$ cat src/rtl/vst_pkg.sv
package vst_pkg;
  typedef enum logic [0:0] {
    SEQ_IDLE = 1'b0,
    SEQ_RUN  = 1'b1
  } seq_state_e;

  function automatic int addr_bits(input int n);
    return (n > 1) ? $clog2(n) : 1;
  endfunction
endpackage

$ cat src/rtl/vst_ctrl.sv
module vst_ctrl
  import vst_pkg::*;
#(
  parameter int N_VEC = 16,
  parameter int AW    = addr_bits(N_VEC)
) (
  input  logic          clk,
  input  logic          rst_n,
  input  logic          start,
  input  logic          drained,
  output logic          active,
  output logic          issue,
  output logic [AW-1:0] addr,
  output logic          done,
  output logic          clr,
  output logic          flush
);
  localparam logic [AW-1:0] LAST = AW'(N_VEC - 1);

  seq_state_e st;
  logic       start_q;

  assign clr    = (st == SEQ_IDLE) && start && !start_q;
  assign flush  = (st == SEQ_RUN) && !start;
  assign active = (st == SEQ_RUN);

  always_ff @(posedge clk or negedge rst_n) begin
    if (!rst_n) begin
      st      <= SEQ_IDLE;
      start_q <= 1'b0;
      issue   <= 1'b0;
      addr    <= '0;
      done    <= 1'b0;
    end else begin
      start_q <= start;
      done    <= 1'b0;
      if (clr) begin
        st    <= SEQ_RUN;
        issue <= 1'b1;
        addr  <= '0;
      end else if (flush) begin
        st    <= SEQ_IDLE;
        issue <= 1'b0;
      end else if (st == SEQ_RUN) begin
        if (issue) begin
          if (addr == LAST) issue <= 1'b0;
          else              addr  <= addr + 1'b1;
        end else if (drained) begin
          st   <= SEQ_IDLE;
          done <= 1'b1;
        end
      end
    end
  end
endmodule

$ cat src/rtl/vst_align.sv
module vst_align #(
  parameter int W   = 8,
  parameter int LAT = 2
) (
  input  logic         clk,
  input  logic         rst_n,
  input  logic         flush,
  input  logic         in_v,
  input  logic [W-1:0] in_d,
  output logic         out_v,
  output logic [W-1:0] out_d,
  output logic         busy
);
  logic [LAT-1:0] v;
  logic [W-1:0]   d [LAT];

  for (genvar s = 0; s < LAT; s++) begin : g_stage
    always_ff @(posedge clk or negedge rst_n) begin
      if (!rst_n) begin
        v[s] <= 1'b0;
        d[s] <= '0;
      end else begin
        v[s] <= flush ? 1'b0 : ((s == 0) ? in_v : v[(s == 0) ? 0 : s - 1]);
        d[s] <= (s == 0) ? in_d : d[(s == 0) ? 0 : s - 1];
      end
    end
  end

  assign out_v = v[LAT-1];
  assign out_d = d[LAT-1];
  assign busy  = |v;
endmodule

$ cat src/rtl/vst_cmp.sv
module vst_cmp #(
  parameter int W = 8
) (
  input  logic         clk,
  input  logic         rst_n,
  input  logic         clr,
  input  logic         cmp_v,
  input  logic [W-1:0] res,
  input  logic [W-1:0] expd,
  output logic         err
);
  always_ff @(posedge clk or negedge rst_n) begin
    if (!rst_n)                       err <= 1'b0;
    else if (clr)                     err <= 1'b0;
    else if (cmp_v && (res != expd))  err <= 1'b1;
  end
endmodule

$ cat src/rtl/vst_selftest_seq.sv
module vst_selftest_seq
  import vst_pkg::*;
#(
  parameter int N_VEC   = 16,
  parameter int VEC_W   = 8,
  parameter int RES_W   = 8,
  parameter int RES_LAT = 2,
  parameter int AW      = addr_bits(N_VEC)
) (
  input  logic             clk,
  input  logic             rst_n,
  input  logic             start,
  output logic             test_active,
  output logic             done,
  output logic             error,
  output logic [AW-1:0]    vec_addr,
  input  logic [VEC_W-1:0] stim_rdata,
  input  logic [RES_W-1:0] exp_rdata,
  output logic [VEC_W-1:0] dut_stim,
  output logic             dut_valid,
  input  logic [RES_W-1:0] dut_result
);
  logic             issue, clr, flush, rd_v, al_busy, cmp_v;
  logic [RES_W-1:0] exp_al;

  vst_ctrl #(.N_VEC(N_VEC), .AW(AW)) u_ctrl (
    .clk(clk), .rst_n(rst_n), .start(start),
    .drained(!rd_v && !al_busy),
    .active(test_active), .issue(issue), .addr(vec_addr),
    .done(done), .clr(clr), .flush(flush)
  );

  // memory read takes one clock: valid follows the issued address
  always_ff @(posedge clk or negedge rst_n) begin
    if (!rst_n) rd_v <= 1'b0;
    else        rd_v <= issue && !flush;
  end

  assign dut_stim  = stim_rdata;
  assign dut_valid = rd_v;

  vst_align #(.W(RES_W), .LAT(RES_LAT)) u_align (
    .clk(clk), .rst_n(rst_n), .flush(flush),
    .in_v(rd_v), .in_d(exp_rdata),
    .out_v(cmp_v), .out_d(exp_al), .busy(al_busy)
  );

  vst_cmp #(.W(RES_W)) u_cmp (
    .clk(clk), .rst_n(rst_n), .clr(clr),
    .cmp_v(cmp_v), .res(dut_result), .expd(exp_al), .err(error)
  );
endmodule

$ cat config.mk
export PLATFORM = sky130hd
export DESIGN_NAME = vst_selftest_seq
export DESIGN_NICKNAME = d
export VERILOG_FILES = /design/src/rtl/vst_pkg.sv /design/src/rtl/vst_ctrl.sv /design/src/rtl/vst_align.sv /design/src/rtl/vst_cmp.sv /design/src/rtl/vst_selftest_seq.sv
export SDC_FILE = /design/constraint.sdc
export NUM_CORES = 1
export LEC_CHECK = 0
export CORE_UTILIZATION = 40
export DETAILED_ROUTE_END_ITERATION = 10
export GPL_ROUTABILITY_DRIVEN = 0
export GPL_TIMING_DRIVEN = 0
export PLACE_DENSITY = 0.87
export SLEW_MARGIN = 0
export SYNTH_ARGS = -nofsm -noshare
export SYNTH_HDL_FRONTEND = slang
export SYNTH_SLANG_ARGS = --single-unit
$ cat constraint.sdc
create_clock -name clk -period 2.5 [get_ports clk]
set_input_delay 0.5 -clock clk [delete_from_list [all_inputs] [get_ports clk]]
set_output_delay 0.5 -clock clk [all_outputs]
set_load 0.02 [all_outputs]
# [Word level (Yosys, flattened, before mapping)]
# Cells that the tools add are included.
[word_totals] register_bits=28 output_inout_bits=16 input_bits=27
[classes] reduce_logical=17 eq_ne=4 addsub=1 n_mux=24 bitwise_logic=1
[ops] operator="$mux 4" count=5
[ops] operator="$mux 1" count=19
[ops] operator="$ne 8x8->1" count=1
[ops] operator="$logic_and 1x1->1" count=6
[ops] operator="$reduce_bool 2->1" count=3
[ops] operator="$logic_not 1->1" count=5
[ops] operator="$add 4x1->4 const B" count=1
[ops] operator="$eq 4x4->1 const B" count=1
[ops] operator="$ne 2x2->1 const B" count=2
[ops] operator="$reduce_and 4->1" count=1
[ops] operator="$reduce_bool 3->1" count=1
[ops] operator="$reduce_or 2->1" count=1
[ops] operator="$not 1->1" count=1

# [Longest topological paths before layout]
[depth] depth_word=8 mapped_depth=5 mapped_depth_nobuf=5

# [Modules after synthesis]
# From an unflattened synthesis, not the netlist that was laid out.
[unflattened] cells_unflattened=90 hier_area_um2=1138.6
[modules_own_cells] module="vst_align" cells_per_inst=29 n_inst=1 seq_area_each_um2=450.4 area_each_um2=529.3
[modules_own_cells] module="vst_ctrl" cells_per_inst=35 n_inst=1 seq_area_each_um2=200.2 area_each_um2=379.1
[modules_own_cells] module="vst_cmp" cells_per_inst=15 n_inst=1 seq_area_each_um2=25.0 area_each_um2=127.6
[modules_own_cells] module="vst_selftest_seq" cells_per_inst=11 n_inst=1 seq_area_each_um2=25.0 area_each_um2=102.6

# [Least setup slack after synthesis]
# No wires, ideal clock.
[synth_timing] path_type="reg-to-reg" startpoint="reg u_ctrl.addr[0]" endpoint="reg u_ctrl.addr[0]" path_buffers=0 stages_incl_launch_ff=5 setup_slack_ns=1.147 setup_time_ns=0.116 arrival_time_ns=1.237 t_required_ns=2.384 path_cell_list="dfrtp_1 ha_1 nand3_1 nand3_1 o311ai_0"
[synth_between] elab_chain_cells=6
[synth_rtl] element="start: declaration" line="vst_ctrl.sv:13" rtl="output logic [AW-1:0] addr,"
[synth_rtl] element="start signal: assignment" line="vst_ctrl.sv:47" rtl="else addr <= addr + 1'b1;"
[synth_rtl] element="$add 4x1->4" line="vst_ctrl.sv:47"
[synth_rtl] element="$mux 4" line="vst_ctrl.sv:46" rtl="if (addr == LAST) issue <= 1'b0;"
[synth_rtl] element="$mux 4" line="vst_ctrl.sv:45" rtl="if (issue) begin"
[synth_rtl] element="$mux 4" line="vst_ctrl.sv:44" rtl="end else if (st == SEQ_RUN) begin"
[synth_rtl] element="$mux 4" line="vst_ctrl.sv:41" rtl="end else if (flush) begin"
[synth_rtl] element="$mux 4" line="vst_ctrl.sv:37" rtl="if (clr) begin"
# Several ways; a longest one is shown, not always the timed one. The select of a mux whose other input is x is not followed.
# A chain may end at the register's enable or synchronous reset.

# [Final worst setup path]
[layout_timing] startpoint="reg u_ctrl.st (netlist: u_ctrl.active)" endpoint="out test_active"
[layout_rtl] element="start: declaration" line="vst_ctrl.sv:20" rtl="seq_state_e st;"
[layout_rtl] element="start signal: assignment" line="vst_ctrl.sv:29" rtl="st <= SEQ_IDLE;"
[layout_rtl] element="start signal: assignment" line="vst_ctrl.sv:38" rtl="st <= SEQ_RUN;"
[layout_rtl] element="start signal: assignment" line="vst_ctrl.sv:42" rtl="st <= SEQ_IDLE;"
[layout_rtl] element="end: declaration" line="vst_selftest_seq.sv:13" rtl="output logic test_active,"
# No word-level cell between the ends.

==> results.py <==
metrics = {
    "detailed_routing": {
        "dr.pass1.iters": 4,
        "finalWirelength_mm": 1.96,
        "dr_total_vias": 733,
        "drtAntennaViolNets": 0,
        "avgRoutedWirePerCell_um": 12.8,
        "first_iter_violations": 15,
        "via_per_inst": 4.79,
        "drc": 0,
    },
    "cells_and_area": {
        "syn_to_final_growth_pct": 38.9,
        "drive_above_1_share": 0.114,
        "nFillCells": 194,
        "final_cell_area_mm2": 0.00148,
        "layout_commonest_cell": "clkdlybuf4s50_1",
        "diodes": 0,
        "layout_common_cells": "34 x clkdlybuf4s50_1, 28 x dfrtp_1, 9 x buf_4",
        "nNetsFinal": 152,
    },
    "logic_synthesis": {
        "synth_cell_types": 26,
        "synth.area.top_cells": "dfrtp_1 66%, buf_4 6.3%, xnor2_1 3.3%",
        "syn_nets": 113,
        "synth_seq_area_share": 0.658,
        "synth_largest_area_cell": "dfrtp_1",
        "synth.top_cell.area_share": 0.658,
        "netlist_area_mm2": 0.00106,
        "synth-seq-cells": 28,
        "syn_inst": 85,
        "yosysWarnings": 0,
        "synth_area_per_cell_um2": 12.5,
    },
    "setup_path": {
        "crit_fanout": 7,
        "critPathKind": "flip-flop to output port",
        "cp_top_family": "buffers and inverters",
        "end_kind": "output port",
        "start_kind": "flip-flop",
        "max_stage_delay_ps": 650,
        "worstPathCellList": "clkdlybuf4s50_1",
        "worstPathRequired_ps": 2000,
        "cp.arrival_ps": 1460,
        "slowest_stage": "clkdlybuf4s50_1",
        "crit_buf_inv": 1,
    },
    "clock_network": {
        "clockBufferDepth": 2,
        "tritoncts": "built",
        "cts_buffers": 3,
        "post_cts_resized": 0,
        "cts-root-buf": "clkbuf_4",
        "cts_hold_buffers": 0,
        "cts_setup_buffers": 0,
        "clk_latency_ps": 330,
        "cts.sinks": 28,
        "ctsHtreeMaxLevel": 1,
        "clk_pin_slew_ps": 140,
    },
    "global_routing": {
        "track_usage": 0.165,
        "antenna_found_initial": 0,
        "grt_overflow_total": 0,
        "grt_pass1_wl_mm": 3.18,
        "grt_pass1_vias": 722,
        "grt_max_degree": 29,
    },
    "die": {
        "die_area_mm2": 0.00287,
        "core_mm2": 0.00250,
        "die_width_um": 53.6,
        "ios": 43,
        "start_util": 0.426,
        "chipHeight_um": 53.6,
        "num_rows": 18,
    },
    "run_status": {
        "outcome": "finished, final reports clean",
    },
    "power": {
        "p_leak_nw": 0.647,
        "max-vdd-ir-drop_mv": 0.439,
        "power_density_mw_per_mm2": 664,
    },
    "timing": {
        "hold_violations": 0,
        "setup_violations": 0,
        "rsz0062_at_grt": "no",
        "tightest_slew_ps": 1170,
        "min_period_ps": 1960,
        "report.final.slew_viol_count": 0,
        "fmax_mhz": 510,
        "post-route-period-util": 0.784,
        "slew_headroom": 0.220,
        "finClkSkew_ps": 5.42,
        "fin_tns_setup_ps": 0,
    },
    "min_path": {
        "min-delay-path-class": "flip-flop to flip-flop",
    },
    "placement": {
        "placed_cell_area_mm2": 0.00144,
        "dp_hpwl_mm": 1.47,
        "io_buffers": 34,
    },
    "job": {
        "drv_cap": 0,
    },
}
[final timing paths]
check	from	cells past startpoint	to	slack, ps
hold / removal	u_align.d[13]	0	u_align.out_d[5]	360
min in group asynchronous	rst_n	1	u_cmp.err	780
setup reg to reg	u_ctrl.addr[0]	4	u_ctrl.addr[0]	1090
setup / recovery	u_ctrl.active	1	test_active	540
hold reg to reg	u_align.d[13]	0	u_align.out_d[5]	360
max in group asynchronous	rst_n	1	u_align.d[15]	1040
[cells by family after synthesis]
logic type      synth area share
buf+inv                   0.0705
xor+xnor                  0.0658
compound gates            0.0740
flops                      0.658
fa+ha+maj                 0.0117
simple gates               0.120
[cell usage after synthesis]
| cell | number |
|---|---|
| a311oi_1 | 1 |
| o211ai_1 | 1 |
| a31oi_1 | 1 |
| nor3_1 | 2 |
| and3_1 | 1 |
| o22ai_1 | 1 |
| ha_1 | 1 |
| nand3_1 | 4 |
| a21oi_1 | 4 |
| and2_2 | 1 |
| xor2_1 | 4 |
| nand2b_1 | 1 |
| nor2_1 | 3 |
| a22oi_1 | 1 |
| buf_4 | 9 |
| and2_1 | 2 |
| xnor2_1 | 4 |
| o311ai_0 | 1 |
| a211o_1 | 1 |
| inv_1 | 2 |
| dfrtp_1 | 28 |
| nand2_1 | 7 |
| nor4_1 | 1 |
| o21ai_0 | 1 |
| and4_1 | 1 |
| nand4_1 | 2 |
[per-layer routing]
layer,up-vias,routed length (µm),GRT usage
met5,-,0,0
met4,0,57,0.123
met3,4,123,0.0339
met2,35,996,0.271
met1,333,784,0.191
li1,361,-,-
[stage by stage]
stage / power (W) / util / setup slack [ps] / instances / hold WS [ps]
5_1_grt: 0.00104 / 0.592 / 468 / 153 / 376
6_report: 0.000982 / 0.592 / 541 / 153 / 364
3_3_place_gp: 0.000763 / 0.577 / 627 / 149 / 333
4_1_cts: 0.000991 / 0.592 / 528 / 153 / 365
3_5_place_dp: 0.000777 / 0.577 / 554 / 149 / 335
2_1_floorplan: 0.000651 / - / 1150 / 85 / 204
[flip-flops by register name, indices dropped and copies added, names as in the netlist]
signal,cells
dut_valid,1
u_ctrl.addr,4
u_cmp.err,1
u_ctrl.issue,1
u_align.out_v,1
u_ctrl.start_q,1
u_ctrl.done,1
u_align.d,8
u_ctrl.active,1
u_align.v,1
u_align.out_d,8
[layout make-up]
class / count / area [µm²] / area share
inverter: 2 / 7.51 / 0.00508
sequential: 28 / 701 / 0.474
multi-input combinational: 46 / 289 / 0.195
timing repair buffer: 34 / 340 / 0.230
tap: 30 / 37.5 / 0.0254
clock buffer: 4 / 36.3 / 0.0245
buffer: 9 / 67.6 / 0.0457
[power by group]
group          leakage, nW  internal [W]  switching, W
Sequential           0.336      0.000498     0.0000458
Clock               0.0210     0.0000892      0.000126
Combinational        0.290      0.000121      0.000101
Power figures use the tool's default switching activity.
